File: src/rtl/cksw_pkg.sv
package cksw_pkg;

    // Fixed control byte layout (software decodes these positions)
    localparam int RATIO_W   = 3;
    localparam int BIT_REQ   = 4;
    localparam int BIT_ACT   = 5;
    localparam int BIT_ERR   = 7;
    localparam int DATA_W    = 8;

    typedef enum logic {
        SRC_MAIN = 1'b0,
        SRC_SUB  = 1'b1
    } src_e;

endpackage

File: src/rtl/cksw_prescale.sv
module cksw_prescale
    import cksw_pkg::*;
#(
    parameter int NUM_DIV = 5,
    localparam int PC_W   = (NUM_DIV > 1) ? NUM_DIV - 1 : 1
) (
    input  logic               clk,
    input  logic               rst_n,
    input  logic               main_tick,
    input  logic               sub_tick,
    input  src_e               src,
    input  logic [RATIO_W-1:0] ratio,
    input  logic               resync,
    output logic               ce_now
);

    logic [PC_W-1:0] pcnt_d, pcnt_q;
    logic [PC_W-1:0] wrap_val;

    always_comb begin
        wrap_val = PC_W'((1 << ratio) - 1);
        if (src == SRC_SUB) begin
            ce_now = sub_tick;
        end else begin
            ce_now = main_tick && (pcnt_q == wrap_val);
        end

        pcnt_d = pcnt_q;
        if (resync) begin
            pcnt_d = '0;
        end else if ((src == SRC_MAIN) && main_tick) begin
            pcnt_d = ce_now ? '0 : pcnt_q + 1'b1;
        end
    end

    always_ff @(posedge clk or negedge rst_n) begin
        if (!rst_n) begin
            pcnt_q <= '0;
        end else begin
            pcnt_q <= pcnt_d;
        end
    end

endmodule

File: src/rtl/cksw_decode.sv
module cksw_decode
    import cksw_pkg::*;
#(
    parameter int NUM_DIV   = 5,
    parameter int SUB_DELAY = 152,
    parameter int CNT_W     = 8
) (
    input  logic [DATA_W-1:0]  req,
    input  logic [RATIO_W-1:0] act_ratio,
    input  src_e               act_src,
    output logic [RATIO_W-1:0] new_ratio,
    output src_e               new_src,
    output logic               change,
    output logic               illegal,
    output logic [CNT_W-1:0]   delay
);

    localparam int BASE_DELAY = 1 << (NUM_DIV - 1);

    logic [CNT_W-1:0] div_tab [NUM_DIV];
    logic [CNT_W-1:0] sub_tab [NUM_DIV];

    // Settling counts for each old ratio code
    for (genvar k = 0; k < NUM_DIV; k++) begin : g_tab
        localparam int SUB_RAW = SUB_DELAY >> k;
        assign div_tab[k] = CNT_W'(BASE_DELAY >> k);
        assign sub_tab[k] = CNT_W'((SUB_RAW < 1) ? 1 : SUB_RAW);
    end

    logic [RATIO_W-1:0] want_ratio;
    logic               ratio_ok;
    logic               to_sub;
    logic               to_main;

    always_comb begin
        want_ratio = req[RATIO_W-1:0];
        ratio_ok   = (int'(want_ratio) < NUM_DIV);
        new_src    = src_e'(req[BIT_REQ]);
        to_sub     = (act_src == SRC_MAIN) && (new_src == SRC_SUB);
        to_main    = (act_src == SRC_SUB) && (new_src == SRC_MAIN);

        new_ratio = ratio_ok ? want_ratio : act_ratio;
        illegal   = 1'b0;
        if (to_sub && (new_ratio != act_ratio)) begin
            illegal   = 1'b1;
            new_ratio = act_ratio;
        end

        change = (new_src != act_src) || (new_ratio != act_ratio);

        if (to_main || (act_src == SRC_SUB)) begin
            delay = CNT_W'(1);
        end else if (to_sub) begin
            delay = sub_tab[act_ratio];
        end else begin
            delay = div_tab[act_ratio];
        end
    end

endmodule

File: src/rtl/cpu_clk_switch.sv
module cpu_clk_switch
    import cksw_pkg::*;
#(
    parameter int NUM_DIV   = 5,
    parameter int SUB_DELAY = 152,
    localparam int BASE_DELAY = 1 << (NUM_DIV - 1),
    localparam int MAX_DELAY  = (SUB_DELAY > BASE_DELAY) ? SUB_DELAY : BASE_DELAY,
    localparam int CNT_W      = $clog2(MAX_DELAY + 1)
) (
    input  logic              clk,
    input  logic              rst_n,
    input  logic              main_tick,
    input  logic              sub_tick,
    input  logic              wr_en,
    input  logic [DATA_W-1:0] wr_data,
    output logic [DATA_W-1:0] rd_data,
    output logic              cpu_ce
);

    typedef struct packed {
        logic [RATIO_W-1:0] act_ratio;
        src_e               act_src;
        logic [RATIO_W-1:0] tgt_ratio;
        src_e               tgt_src;
        logic               busy;
        logic [CNT_W-1:0]   left;
        logic               held_v;
        logic [DATA_W-1:0]  held;
        logic               err;
        logic               ce;
    } state_t;

    state_t s_d, s_q;

    logic               ce_now;
    logic               apply;
    logic [DATA_W-1:0]  dec_req;
    logic [RATIO_W-1:0] dec_ratio;
    src_e               dec_src;
    logic               dec_change;
    logic               dec_illegal;
    logic [CNT_W-1:0]   dec_delay;

    cksw_prescale #(.NUM_DIV(NUM_DIV)) u_pre (
        .clk       (clk),
        .rst_n     (rst_n),
        .main_tick (main_tick),
        .sub_tick  (sub_tick),
        .src       (s_q.act_src),
        .ratio     (s_q.act_ratio),
        .resync    (apply),
        .ce_now    (ce_now)
    );

    assign dec_req = wr_en ? wr_data : s_q.held;

    cksw_decode #(
        .NUM_DIV   (NUM_DIV),
        .SUB_DELAY (SUB_DELAY),
        .CNT_W     (CNT_W)
    ) u_dec (
        .req       (dec_req),
        .act_ratio (s_q.act_ratio),
        .act_src   (s_q.act_src),
        .new_ratio (dec_ratio),
        .new_src   (dec_src),
        .change    (dec_change),
        .illegal   (dec_illegal),
        .delay     (dec_delay)
    );

    always_comb begin
        s_d   = s_q;
        apply = 1'b0;
        if (s_q.busy) begin
            if (wr_en) begin
                s_d.held_v = 1'b1;
                s_d.held   = wr_data;
            end
            if (ce_now) begin
                if (s_q.left == CNT_W'(1)) begin
                    apply         = 1'b1;
                    s_d.busy      = 1'b0;
                    s_d.act_ratio = s_q.tgt_ratio;
                    s_d.act_src   = s_q.tgt_src;
                end else begin
                    s_d.left = s_q.left - 1'b1;
                end
            end
        end else if (wr_en || s_q.held_v) begin
            s_d.held_v    = 1'b0;
            s_d.tgt_ratio = dec_ratio;
            s_d.tgt_src   = dec_src;
            s_d.err       = s_q.err | dec_illegal;
            if (dec_change) begin
                s_d.busy = 1'b1;
                s_d.left = dec_delay;
            end
        end
        s_d.ce = ce_now;
    end

    always_ff @(posedge clk or negedge rst_n) begin
        if (!rst_n) begin
            s_q <= '{act_ratio: '0, act_src: SRC_MAIN, tgt_ratio: '0, tgt_src: SRC_MAIN,
                     busy: 1'b0, left: '0, held_v: 1'b0, held: '0, err: 1'b0, ce: 1'b0};
        end else begin
            s_q <= s_d;
        end
    end

    always_comb begin
        rd_data                   = '0;
        rd_data[RATIO_W-1:0]      = s_q.tgt_ratio;
        rd_data[BIT_REQ]          = s_q.tgt_src;
        rd_data[BIT_ACT]          = s_q.act_src;
        rd_data[BIT_ERR]          = s_q.err;
    end

    assign cpu_ce = s_q.ce;

endmodule

File: config.mk
export PLATFORM = sky130hd
export DESIGN_NAME = cpu_clk_switch
export DESIGN_NICKNAME = d
export VERILOG_FILES = /design/src/rtl/cksw_pkg.sv /design/src/rtl/cksw_prescale.sv /design/src/rtl/cksw_decode.sv /design/src/rtl/cpu_clk_switch.sv
export SDC_FILE = /design/constraint.sdc
export NUM_CORES = 1
export LEC_CHECK = 0
export BUFFER_PORTS_ARGS = -buffer_cell sky130_fd_sc_hd__buf_2
export CAP_MARGIN = 20
export CORE_ASPECT_RATIO = 1.25
export CORE_MARGIN = 3
export CORE_UTILIZATION = 38
export CTS_BUF_LIST = sky130_fd_sc_hd__clkbuf_4
export CTS_CLUSTER_DIAMETER = 40
export CTS_CLUSTER_SIZE = 8
export DETAILED_ROUTE_END_ITERATION = 8
export SETUP_SLACK_MARGIN = 0.2
export SYNTH_ARGS = -nofsm -noshare
export SYNTH_HDL_FRONTEND = slang
export SYNTH_SLANG_ARGS = --single-unit
File: constraint.sdc
create_clock -name clk -period 3.45 [get_ports clk]
set_clock_uncertainty 0.1 [all_clocks]
set_input_delay 0.1725 -clock clk [delete_from_list [all_inputs] [get_ports clk]]
set_output_delay 0.1725 -clock clk [all_outputs]
set_load 0.005 [all_outputs]
==> flow_summary.ini <==
[route]
drtAntennaViolNets = 0
routed_wl_um = 3970
drc_errors = 0
drtIter0Drc = 95
wl_per_cell_um = 14.2
firstDrtPassIters = 4
vias = 1497
vias_per_cell = 5.37

[clocking]
path_clk_slew_ns = 0.15
insertion_delay_ns = 0.33
clock_path_buffers = 2
cts-buffers-inserted = 3
cts_tree = yes
root_buffer = clkbuf_4
htree_levels = 1
cts_setup_buffers = 0
cts_sinks = 28

[floorplan]
die_w_um = 68.9
core_area_um2 = 4760
die_h_um = 84.6
ios = 22
dieArea_um2 = 5830
fp-row-count = 28
initial_core_util_pct = 39.4

[global_routing]
grt_usage_pct = 15.7
antenna_found_initial = 0
grt.overflow.total = 0
grt_pass1_vias = 1491
grt_max_degree = 29
grt_first_pass_wirelength_um = 7200

[timing]
max_freq_mhz = 339
maxSlewViolCount = 0
tightestPinTransition_ns = 0.790
grt_setup_unrepaired = no
min_period_over_period_pct = 85.4
setup_tns_ns = 0
min_period_ns = 2.95
slew_headroom_pct = 47.2
fin_ws_ns = 0.504
setup_violations = 0
hold_viol_final = 0

[synth]
synth_edf_count = 0
postSynthAreaPerCell_um2 = 9.04
synth_top_flop_cell = dfrtp_1
ys_types = 58
yosys_warnings = 0
synth-seq-cells = 28
synth-seq-area-share_pct = 37.3
syn_area_um2 = 1880
synthArstFlopShare_pct = 100
syn_inst = 208

[worst_hold_path]
hold_class = in2reg
hold_path_depth = 3

[final_layout]
n_antenna_cell = 0
syn2layout_area_growth_pct = 7.79
layout-drive-gt1-share_pct = 15.1
fill_cells = 523
fin_nets = 242

[worst_setup_path]
arrival_ns = 3.08
crit_cells = 8
startpoint_type = flip-flop
required_ns = 3.58
path_max_fanout = 11
crit_type = reg2reg
endpoint_kind = flip-flop
critPathSlowestCell = dfrtp_1
cp_num_buf_inv = 1
crit_family = compound AO/OA/AOI/OAI gates
max_stage_delay_ns = 0.45
reg2regPathDepth = 8
crit_path_cell_trace = inv_1 > ha_1 > or3b_1 > a311oi_2 > o221ai_2 > o21bai_4 > and2_1 > mux2_1

[flow_run]
drv_cap = 0

[status]
status = complete, no violations

[pwr]
p_per_area_nw_per_um2 = 836
worst_ir_drop_vdd_uv = 338
cellLeakagePower_nw = 0.899

[place]
dp_slack_ns = 0.431
hpwl_um = 2930
portBuffers = 15
place.gp.congestion = 0.813
[power by group]
| part | switching [mW] | internal, mW |
|---|---|---|
| sequential | 0.158 | 0.466 |
| clock | 0.0984 | 0.0425 |
| combinational | 0.521 | 0.409 |
[worst reg2reg max path, stage by stage (launching register included)]
cell      delay [ns]
dfrtp_1         0.45
inv_1           0.17
ha_1            0.33
or3b_1          0.39
a311oi_2        0.28
o221ai_2        0.20
o21bai_4        0.36
and2_1          0.24
mux2_1          0.34
[metrics by stage]
step	instance area (µm²)	hold WS [ns]	std cells	power (mW)	utilization (%)
3_3_place_gp	1950	0.145	271	1.54	41.0
3_5_place_dp	1950	0.155	271	1.55	41.0
4_1_cts	2010	0.00458	278	1.70	42.1
2_1_floorplan	1880	-0.223	209	1.39	-
5_1_grt	2030	0.0127	279	1.89	42.5
6_report	2030	0.0221	279	1.69	42.5
[sequential cells by signal, indices dropped and copies added, names as in the netlist]
name          flops
u_pre.pcnt_q      4
s_q              17
rd_data           6
cpu_ce            1
[placed cells by master (no fill, tap or decap), types with 5 or more instances in the layout]
master,count
a21oi_1,7
buf_2,15
dfrtp_1,28
ha_1,9
inv_1,9
nand2_1,30
nand2b_1,5
nor2_1,12
o21ai_0,17
or3_1,6
[cell type report]
type	count	area (µm²)	area share (%)
tap	60	75.1	3.71
clock buffer	3	22.5	1.11
sequential	28	701	34.6
multi-input combinational	156	1050	51.9
inverter	9	33.8	1.67
clock inverter	1	3.75	0.185
timing repair buffer	22	138	6.79
[final timing paths]
check	from	to	slack (ns)
max reg2reg	s_q[25]$_DFFE_PN0P_	s_q[27]$_DFFE_PN0P_	0.50
min in group asynchronous	rst_n	s_q[12]$_DFFE_PN0P_	0.29
max	s_q[25]$_DFFE_PN0P_	s_q[27]$_DFFE_PN0P_	0.50
min reg2reg	rd_data[7]$_DFFE_PN0P_	rd_data[7]$_DFFE_PN0P_	0.37
max in group asynchronous	rst_n	u_pre.pcnt_q[0]$_DFFE_PN0P_	2.53
min	main_tick	u_pre.pcnt_q[3]$_DFFE_PN0P_	0.02
[logic make-up after synthesis]
logic type	synth area share, %
buf+inv	7.32
other cells	0.200
mux	4.59
flops	37.3
fa+ha+maj	5.99
compound gates	24.1
simple gates	19.6
xor+xnor	0.932
[routing by layer]
| metal | wire [µm] | vias up | global-route usage (%) |
|---|---|---|---|
| met4 | 27 | 0 | 5.32 |
| li1 | - | 767 | - |
| met2 | 1940 | 13 | 24.0 |
| met1 | 1950 | 715 | 22.8 |
| met3 | 60 | 2 | 1.87 |
| met5 | 0 | - | 0 |
[Yosys cell counts (all sizes together) (4+ instances only)]
cell | instances | area, µm²
ha | 9 | 113
buf | 13 | 91.3
o21ai | 18 | 90.1
nor2 | 12 | 45.0
nor4 | 4 | 25.0
a21o | 4 | 30.0
nand2 | 30 | 113
inv | 9 | 33.8
mux2 | 5 | 56.3
or3 | 6 | 37.5
dfrtp | 28 | 701
a21oi | 7 | 35.0
nand2b | 5 | 31.3
[what timing repair did]
action,CTS,global route
resized for setup,0,1
endpoints found under the setup margin,0,1
hold buffers,3,1
endpoints found under the hold margin,30,1
Power figures use the tool's default switching activity.
